[src/rtl/gmac_pkg.sv]
package gmac_pkg;
  localparam int DATA_W  = 32;
  localparam int GUARD_W = 4;

  typedef enum logic [1:0] {
    OP_MUL  = 2'b00,
    OP_MAC  = 2'b01,
    OP_MSUB = 2'b10,
    OP_READ = 2'b11
  } gmac_op_e;

  // flag bit positions
  localparam int FL_SAT    = 4;
  localparam int FL_ZERO   = 3;
  localparam int FL_MARGIN = 2;
  localparam int FL_NEG    = 1;
  localparam int FL_BORROW = 0;
  localparam int FLAG_W    = 5;
endpackage

[src/rtl/gmac_mult.sv]
module gmac_mult #(
  parameter int DW = 32,
  parameter int AW = 67
) (
  input  logic [DW-1:0] a,
  input  logic [DW-1:0] b,
  output logic [AW-1:0] prod_ext
);
  localparam int PRW = 2 * DW;
  localparam int EXT = AW - PRW;

  logic signed [PRW-1:0] a_w, b_w, prod;

  always_comb begin
    a_w  = $signed({{DW{a[DW-1]}}, a});
    b_w  = $signed({{DW{b[DW-1]}}, b});
    prod = a_w * b_w;
  end

  generate
    if (EXT > 0) begin : g_ext
      assign prod_ext = {{EXT{prod[PRW-1]}}, prod};
    end else begin : g_trunc
      assign prod_ext = prod[AW-1:0];
    end
  endgenerate
endmodule

[src/rtl/gmac_accum.sv]
module gmac_accum
  import gmac_pkg::*;
#(
  parameter int AW = 67
) (
  input  logic          clk,
  input  logic          rst,
  input  logic          clr,
  input  logic          valid,
  input  logic [1:0]    op,
  input  logic [AW-1:0] prod_ext,
  output logic [AW-1:0] acc_q,
  output logic [AW-1:0] acc_nxt,
  output logic          borrow_nxt
);
  logic [AW:0] sum_w, dif_w;
  gmac_op_e    op_e;

  always_comb begin
    op_e  = gmac_op_e'(op);
    sum_w = {1'b0, acc_q} + {1'b0, prod_ext};
    dif_w = {1'b0, acc_q} - {1'b0, prod_ext};
    unique case (op_e)
      OP_MUL:  begin acc_nxt = prod_ext;     borrow_nxt = 1'b0;      end
      OP_MAC:  begin acc_nxt = sum_w[AW-1:0]; borrow_nxt = sum_w[AW]; end
      OP_MSUB: begin acc_nxt = dif_w[AW-1:0]; borrow_nxt = dif_w[AW]; end
      default: begin acc_nxt = acc_q;        borrow_nxt = 1'b0;      end
    endcase
  end

  always_ff @(posedge clk) begin
    if (rst || clr)  acc_q <= '0;
    else if (valid)  acc_q <= acc_nxt;
  end

  // multiply-only replaces the accumulator with the product
  assert_mul_load_R1: assert property (@(posedge clk) disable iff (rst)
    (valid && !clr && op == OP_MUL) |=> (acc_q == $past(prod_ext)));

  // no strobe, no change
  assert_idle_hold_R11: assert property (@(posedge clk) disable iff (rst)
    (!valid && !clr) |=> $stable(acc_q));
endmodule

[src/rtl/gmac_sat.sv]
module gmac_sat #(
  parameter int DW = 32,
  parameter int AW = 67
) (
  input  logic [AW-1:0] acc,
  input  logic          frac,
  output logic [DW-1:0] res,
  output logic          sat
);
  localparam int PW    = 2 * DW - 1;     // product field width
  localparam int FR_LO = DW - 1;         // fractional window low bit
  localparam int FR_TW = AW - PW + 1;    // bits that must agree, fractional
  localparam int IN_TW = AW - DW + 1;    // bits that must agree, integer

  logic [DW-1:0] pos_rail, neg_rail, raw;
  logic          fits;

  always_comb begin
    pos_rail = {1'b0, {(DW-1){1'b1}}};
    neg_rail = {1'b1, {(DW-1){1'b0}}};
    if (frac) begin
      raw  = acc[PW-1:FR_LO];
      fits = (acc[AW-1:PW-1] == {FR_TW{1'b0}}) || (acc[AW-1:PW-1] == {FR_TW{1'b1}});
    end else begin
      raw  = acc[DW-1:0];
      fits = (acc[AW-1:DW-1] == {IN_TW{1'b0}}) || (acc[AW-1:DW-1] == {IN_TW{1'b1}});
    end
    sat = !fits;
    res = fits ? raw : (acc[AW-1] ? neg_rail : pos_rail);
  end
endmodule

[src/rtl/gmac_flags.sv]
module gmac_flags
  import gmac_pkg::*;
#(
  parameter int DW = 32,
  parameter int GW = 4
) (
  input  logic              clk,
  input  logic              rst,
  input  logic              clr,
  input  logic              valid,
  input  logic [DW-1:0]     res_nxt,
  input  logic              sat_nxt,
  input  logic [GW:0]       top_bits,   // guard bits plus product sign bit
  input  logic              borrow_nxt,
  output logic [DW-1:0]     res_q,
  output logic [FLAG_W-1:0] flags_q,
  output logic              out_valid_q
);
  logic [FLAG_W-1:0] flag_nxt;

  always_comb begin
    flag_nxt             = '0;
    flag_nxt[FL_SAT]     = sat_nxt;
    flag_nxt[FL_ZERO]    = (res_nxt == '0);
    flag_nxt[FL_MARGIN]  = (top_bits[GW:1] != {GW{top_bits[0]}});
    flag_nxt[FL_NEG]     = res_nxt[DW-1];
    flag_nxt[FL_BORROW]  = borrow_nxt;
  end

  always_ff @(posedge clk) begin
    if (rst || clr) begin
      res_q       <= '0;
      flags_q     <= '0;
      out_valid_q <= 1'b0;
    end else begin
      out_valid_q <= valid;
      if (valid) begin
        res_q   <= res_nxt;
        flags_q <= flag_nxt;
      end
    end
  end

  // a clamped result sits on one of the two rails
  assert_sat_rail_R5: assert property (@(posedge clk) disable iff (rst)
    flags_q[FL_SAT] |-> (res_q == {1'b0, {(DW-1){1'b1}}} || res_q == {1'b1, {(DW-1){1'b0}}}));

  // registered zero and negative flags agree with the registered result
  assert_zero_neg_R7: assert property (@(posedge clk) disable iff (rst)
    out_valid_q |-> (flags_q[FL_ZERO] == (res_q == '0) && flags_q[FL_NEG] == res_q[DW-1]));
endmodule

[src/rtl/guarded_mac.sv]
module guarded_mac
  import gmac_pkg::*;
#(
  parameter int DW = DATA_W,
  parameter int GW = GUARD_W
) (
  input  logic              clk,
  input  logic              rst,
  input  logic              clr,
  input  logic              in_valid,
  input  logic [1:0]        op,
  input  logic              frac_mode,
  input  logic [DW-1:0]     opa,
  input  logic [DW-1:0]     opb,
  output logic [DW-1:0]     result,
  output logic [FLAG_W-1:0] flags,
  output logic [DW-1:0]     acc_hi,
  output logic [DW-1:0]     acc_lo,
  output logic              out_valid
);
  localparam int PW = 2 * DW - 1;
  localparam int AW = PW + GW;

  logic [AW-1:0] prod_ext, acc_q, acc_nxt;
  logic          borrow_nxt, sat_nxt;
  logic [DW-1:0] res_nxt;

  gmac_mult #(.DW(DW), .AW(AW)) u_mult (
    .a(opa), .b(opb), .prod_ext(prod_ext)
  );

  gmac_accum #(.AW(AW)) u_acc (
    .clk(clk), .rst(rst), .clr(clr), .valid(in_valid), .op(op),
    .prod_ext(prod_ext), .acc_q(acc_q), .acc_nxt(acc_nxt), .borrow_nxt(borrow_nxt)
  );

  gmac_sat #(.DW(DW), .AW(AW)) u_sat (
    .acc(acc_nxt), .frac(frac_mode), .res(res_nxt), .sat(sat_nxt)
  );

  gmac_flags #(.DW(DW), .GW(GW)) u_flags (
    .clk(clk), .rst(rst), .clr(clr), .valid(in_valid),
    .res_nxt(res_nxt), .sat_nxt(sat_nxt), .top_bits(acc_nxt[AW-1:PW-1]),
    .borrow_nxt(borrow_nxt), .res_q(result), .flags_q(flags), .out_valid_q(out_valid)
  );

  assign acc_hi = acc_q[PW-1:DW-1];
  assign acc_lo = acc_q[DW-1:0];

  // clear empties every visible register
  assert_clear_R12: assert property (@(posedge clk) disable iff (rst)
    clr |=> (acc_hi == '0 && acc_lo == '0 && result == '0 && flags == '0 && !out_valid));

  // an accepted strobe is acknowledged one cycle later
  assert_ack_R10: assert property (@(posedge clk) disable iff (rst)
    (in_valid && !clr) |=> out_valid);
endmodule

[config.mk]
export PLATFORM = sky130hd
export DESIGN_NAME = guarded_mac
export DESIGN_NICKNAME = d
export VERILOG_FILES = /design/src/rtl/gmac_pkg.sv /design/src/rtl/gmac_mult.sv /design/src/rtl/gmac_accum.sv /design/src/rtl/gmac_sat.sv /design/src/rtl/gmac_flags.sv /design/src/rtl/guarded_mac.sv
export SDC_FILE = /design/constraint.sdc
export NUM_CORES = 2
export LEC_CHECK = 0
export BUFFER_PORTS_ARGS = -buffer_cell sky130_fd_sc_hd__buf_2
export CAP_MARGIN = 20
export CORE_MARGIN = 4
export CORE_UTILIZATION = 47
export CTS_CLUSTER_SIZE = 24
export DETAILED_ROUTE_END_ITERATION = 10
export GPL_ROUTABILITY_DRIVEN = 0
export PLACE_DENSITY = 0.61
export RECOVER_POWER = 100
export SYNTH_ARGS = -nofsm -noshare
export SYNTH_HDL_FRONTEND = slang
export SYNTH_SLANG_ARGS = --single-unit
[constraint.sdc]
create_clock -name clk -period 31.5 [get_ports clk]
set_clock_uncertainty 0.05 [all_clocks]
set_input_delay 9.45 -clock clk [delete_from_list [all_inputs] [get_ports clk]]
set_output_delay 9.45 -clock clk [all_outputs]
set_load 0.01 [all_outputs]
==> metrics.txt <==
status=finished with violations; failing checks=capacitance limit, slew limit; Die ar.=0.117 mm²; syn nets=7801; Worst Hold Depth=2; Yosys warning count=0; Post-Syn Instances=6314; slowest stage delay, CP=1.35 ns; Max Buffers Root-to-Sink=2; postcts setup bufs=0; Synth Area per Inst=~8.3 µm²; aggregate routed wire length=170000 µm; antenna violations before repair=6; CP max stage cell=clkbuf_1; Worst Path Arrival=between 20 and 30 ns; post-synthesis register bit count=~100; Total GRT Usage=29.1%; post-CTS sizing=0; DP Wirelength=140000 µm; die height=342 µm; drt pass-1 iters=7; largest family of logic cells by synthesized area=adder cells; Worst slew margin=-108%; Area growth, synth to finish=2.45%; number of I/O port buffers=172; Final #Nets=roughly 7600; Root Driver=clkbuf_16; Cell variety after synth=between 90 and 100; Main synth FF type=dfxtp_1; Initial Utilization=47.3%; final hold viol count=0; routed len/inst=22.3 µm; Iter 0 DRT Violations=~4500; Mapped Area=0.0525 mm²; XOR/XNOR share of the synthesized area=1.92%; Final Setup Violations=0; # DRC=0; endpoint type of the worst setup path=register; Setup TNS=0 ns; Simple-Gate Fraction of Synth Area=18.8%; max-cap violations=2; Worst Reg-to-Reg Cells=20; DRT antenna net count=0; EDFF count, synth=0; via/cell ratio=5.88; Final WS setup=6.00 ns; slew of the pin with the lowest slew margin=between 3 and 4 ns; CTS H-tree depth=3; adder-cell share of the synthesized area=49.3%; layout cells sized above 1=2.84%; first-pass GRT wire length=between 200000 and 300000 µm; clock latency at the later pin of the worst-skew pair=between 0.3 and 0.4 ns; CP dominant cell by count=fa_1; Post-CTS Hold Fix Bufs=0; routed vias=44807; Row Count=122; period utilization=81.0%; CTS buffer count=9; Sink Count=between 100 and 150; CP Class=primary input to register; WP data required=about 32 ns; pin count of the biggest net entering global routing=69; Seq/Total Area, Yosys=3.97%; max-slew violation count=86; DP Worst Slack=7.62 ns; Final min period=25.50 ns; Fmax achieved=just under 40 MHz; Ports=about 170; async set or reset register ratio after synthesis=0%; worst hold path class=register to register; placeable core area=between 0.1 and 0.15 mm²; CTS tree=yes; # fillers=10939; multiplexer share of the synthesized area=around 1.7%; unrepaired setup endpoints after global routing=false; post-synthesis compound-gate area fraction=between 10% and 20%; die width=342 µm; Crit Path Max Fanout=32; total grt overflow=0; Startpoint Class=primary input; Clock transition at path regs=0.08 ns; number of global-route vias before repair=44733
-- cells in the mapped netlist, types with 69 or more instances --
cell / instances / area share [%]
nand4_1: 72 / 0.86
nand2_1: 794 / 5.7
nand3_1: 69 / 0.66
xnor2_1: 88 / 1.5
and2_1: 477 / 5.7
inv_1: 1112 / 8.0
dfxtp_1: 104 / 4.0
clkbuf_1: 295 / 2.1
o21ai_0: 149 / 1.4
a21oi_1: 327 / 3.1
ha_1: 332 / 7.9
fa_1: 1084 / 41
nor2_1: 322 / 2.3
-- sequential cells by signal, indices dropped and copies added, names as in the netlist --
name                 cells
u_acc.acc_q             67
u_flags.flags_q          5
u_flags.out_valid_q      1
u_flags.res_q           31
-- cells by family (layout without fill, tap and decap cells) --
family,Yosys count,after routing
buffers and inverters,1542,1352
and+or+nand+nor,2034,2034
adders and majority gates,1416,1416
xor gates and xnor gates,115,115
AOI/OAI and AO/OA,1017,1017
DFF,104,104
muxes,86,86
other,0,3
-- path summary, 6_finish.rpt --
kind | slack [ns] | endpoint | startpoint
max | 6.00 | u_flags.flags_q[1] | opa[1]
min | 0.41 | u_flags.res_q[20] | u_flags.res_q[20]
max reg2reg | 22.83 | u_flags.flags_q[1] | u_acc.acc_q[0]
min reg2reg | 0.41 | u_flags.res_q[20] | u_flags.res_q[20]
-- layout by cell type, fill, tap and decap left out, types with 20 or more instances in the layout --
cell,count
o211ai_1,42
nor2b_1,32
a21oi_1,327
fa_1,1084
nand4_1,72
nand3_1,69
xor2_1,27
a211oi_1,29
and2_1,473
o21bai_1,33
mux2i_1,68
nand2b_1,51
clkbuf_1,110
o31ai_1,57
dfxtp_1,104
ha_1,328
a21o_1,40
a31oi_1,32
o21ai_0,177
nor2_1,321
buf_2,68
o21a_1,24
buf_4,35
nor4_1,56
o21ai_1,20
nand2_1,794
nor3_1,68
xnor2_1,88
a221oi_1,23
and3_1,22
inv_1,1111
-- metrics by stage --
| step | instance area [µm²] | cells | hold WS (ns) | utilization, % |
|---|---|---|---|---|
| final | 53800 | 7615 | 0.413 | 48.5 |
| after global routing | 53800 | 7615 | 0.429 | 48.5 |
| after CTS | 54000 | 7609 | 0.401 | 48.7 |
| after detailed placement | 53700 | 7593 | 0.390 | 48.4 |
| after global placement | 53600 | 7591 | 0.386 | 48.4 |
| after floorplan | 52500 | 6314 | 0.421 | - |
-- final cells by class --
class	count	area [µm²]	area share, %
diodes	3	7.51	0.0140
clock buffers	9	225	0.419
clock inverters	7	77.6	0.144
inverters	1120	4200	7.82
multi-input cells	4668	44200	82.3
flip-flops and latches	104	2080	3.87
well taps	1488	1860	3.46
repair buffers	216	1050	1.96
-- critical path, delay by kind of cell --
kind	cells	cell delay, ns
AND/OR/NAND/NOR	9	3.24
adder cells (fa/ha/maj)	10	5.10
XOR/XNOR	1	0.35
AO/OA/AOI/OAI	9	4.56
buffers and inverters	3	2.35
multiplexers	2	0.59
-- per-layer routing --
metal / vias to the layer above / track usage (%) / routed length [µm]
li1: 19589 / - / -
met5: - / 0 / 23
met2: 2105 / 45.6 / 77200
met3: 422 / 4.45 / 15100
met4: 4 / 9.40 / 6870
met1: 22687 / 41.5 / 70500
Power is left out: the tool's default activity adds up to more than one toggle a clock period on the data nets, which glitch-free logic cannot reach.
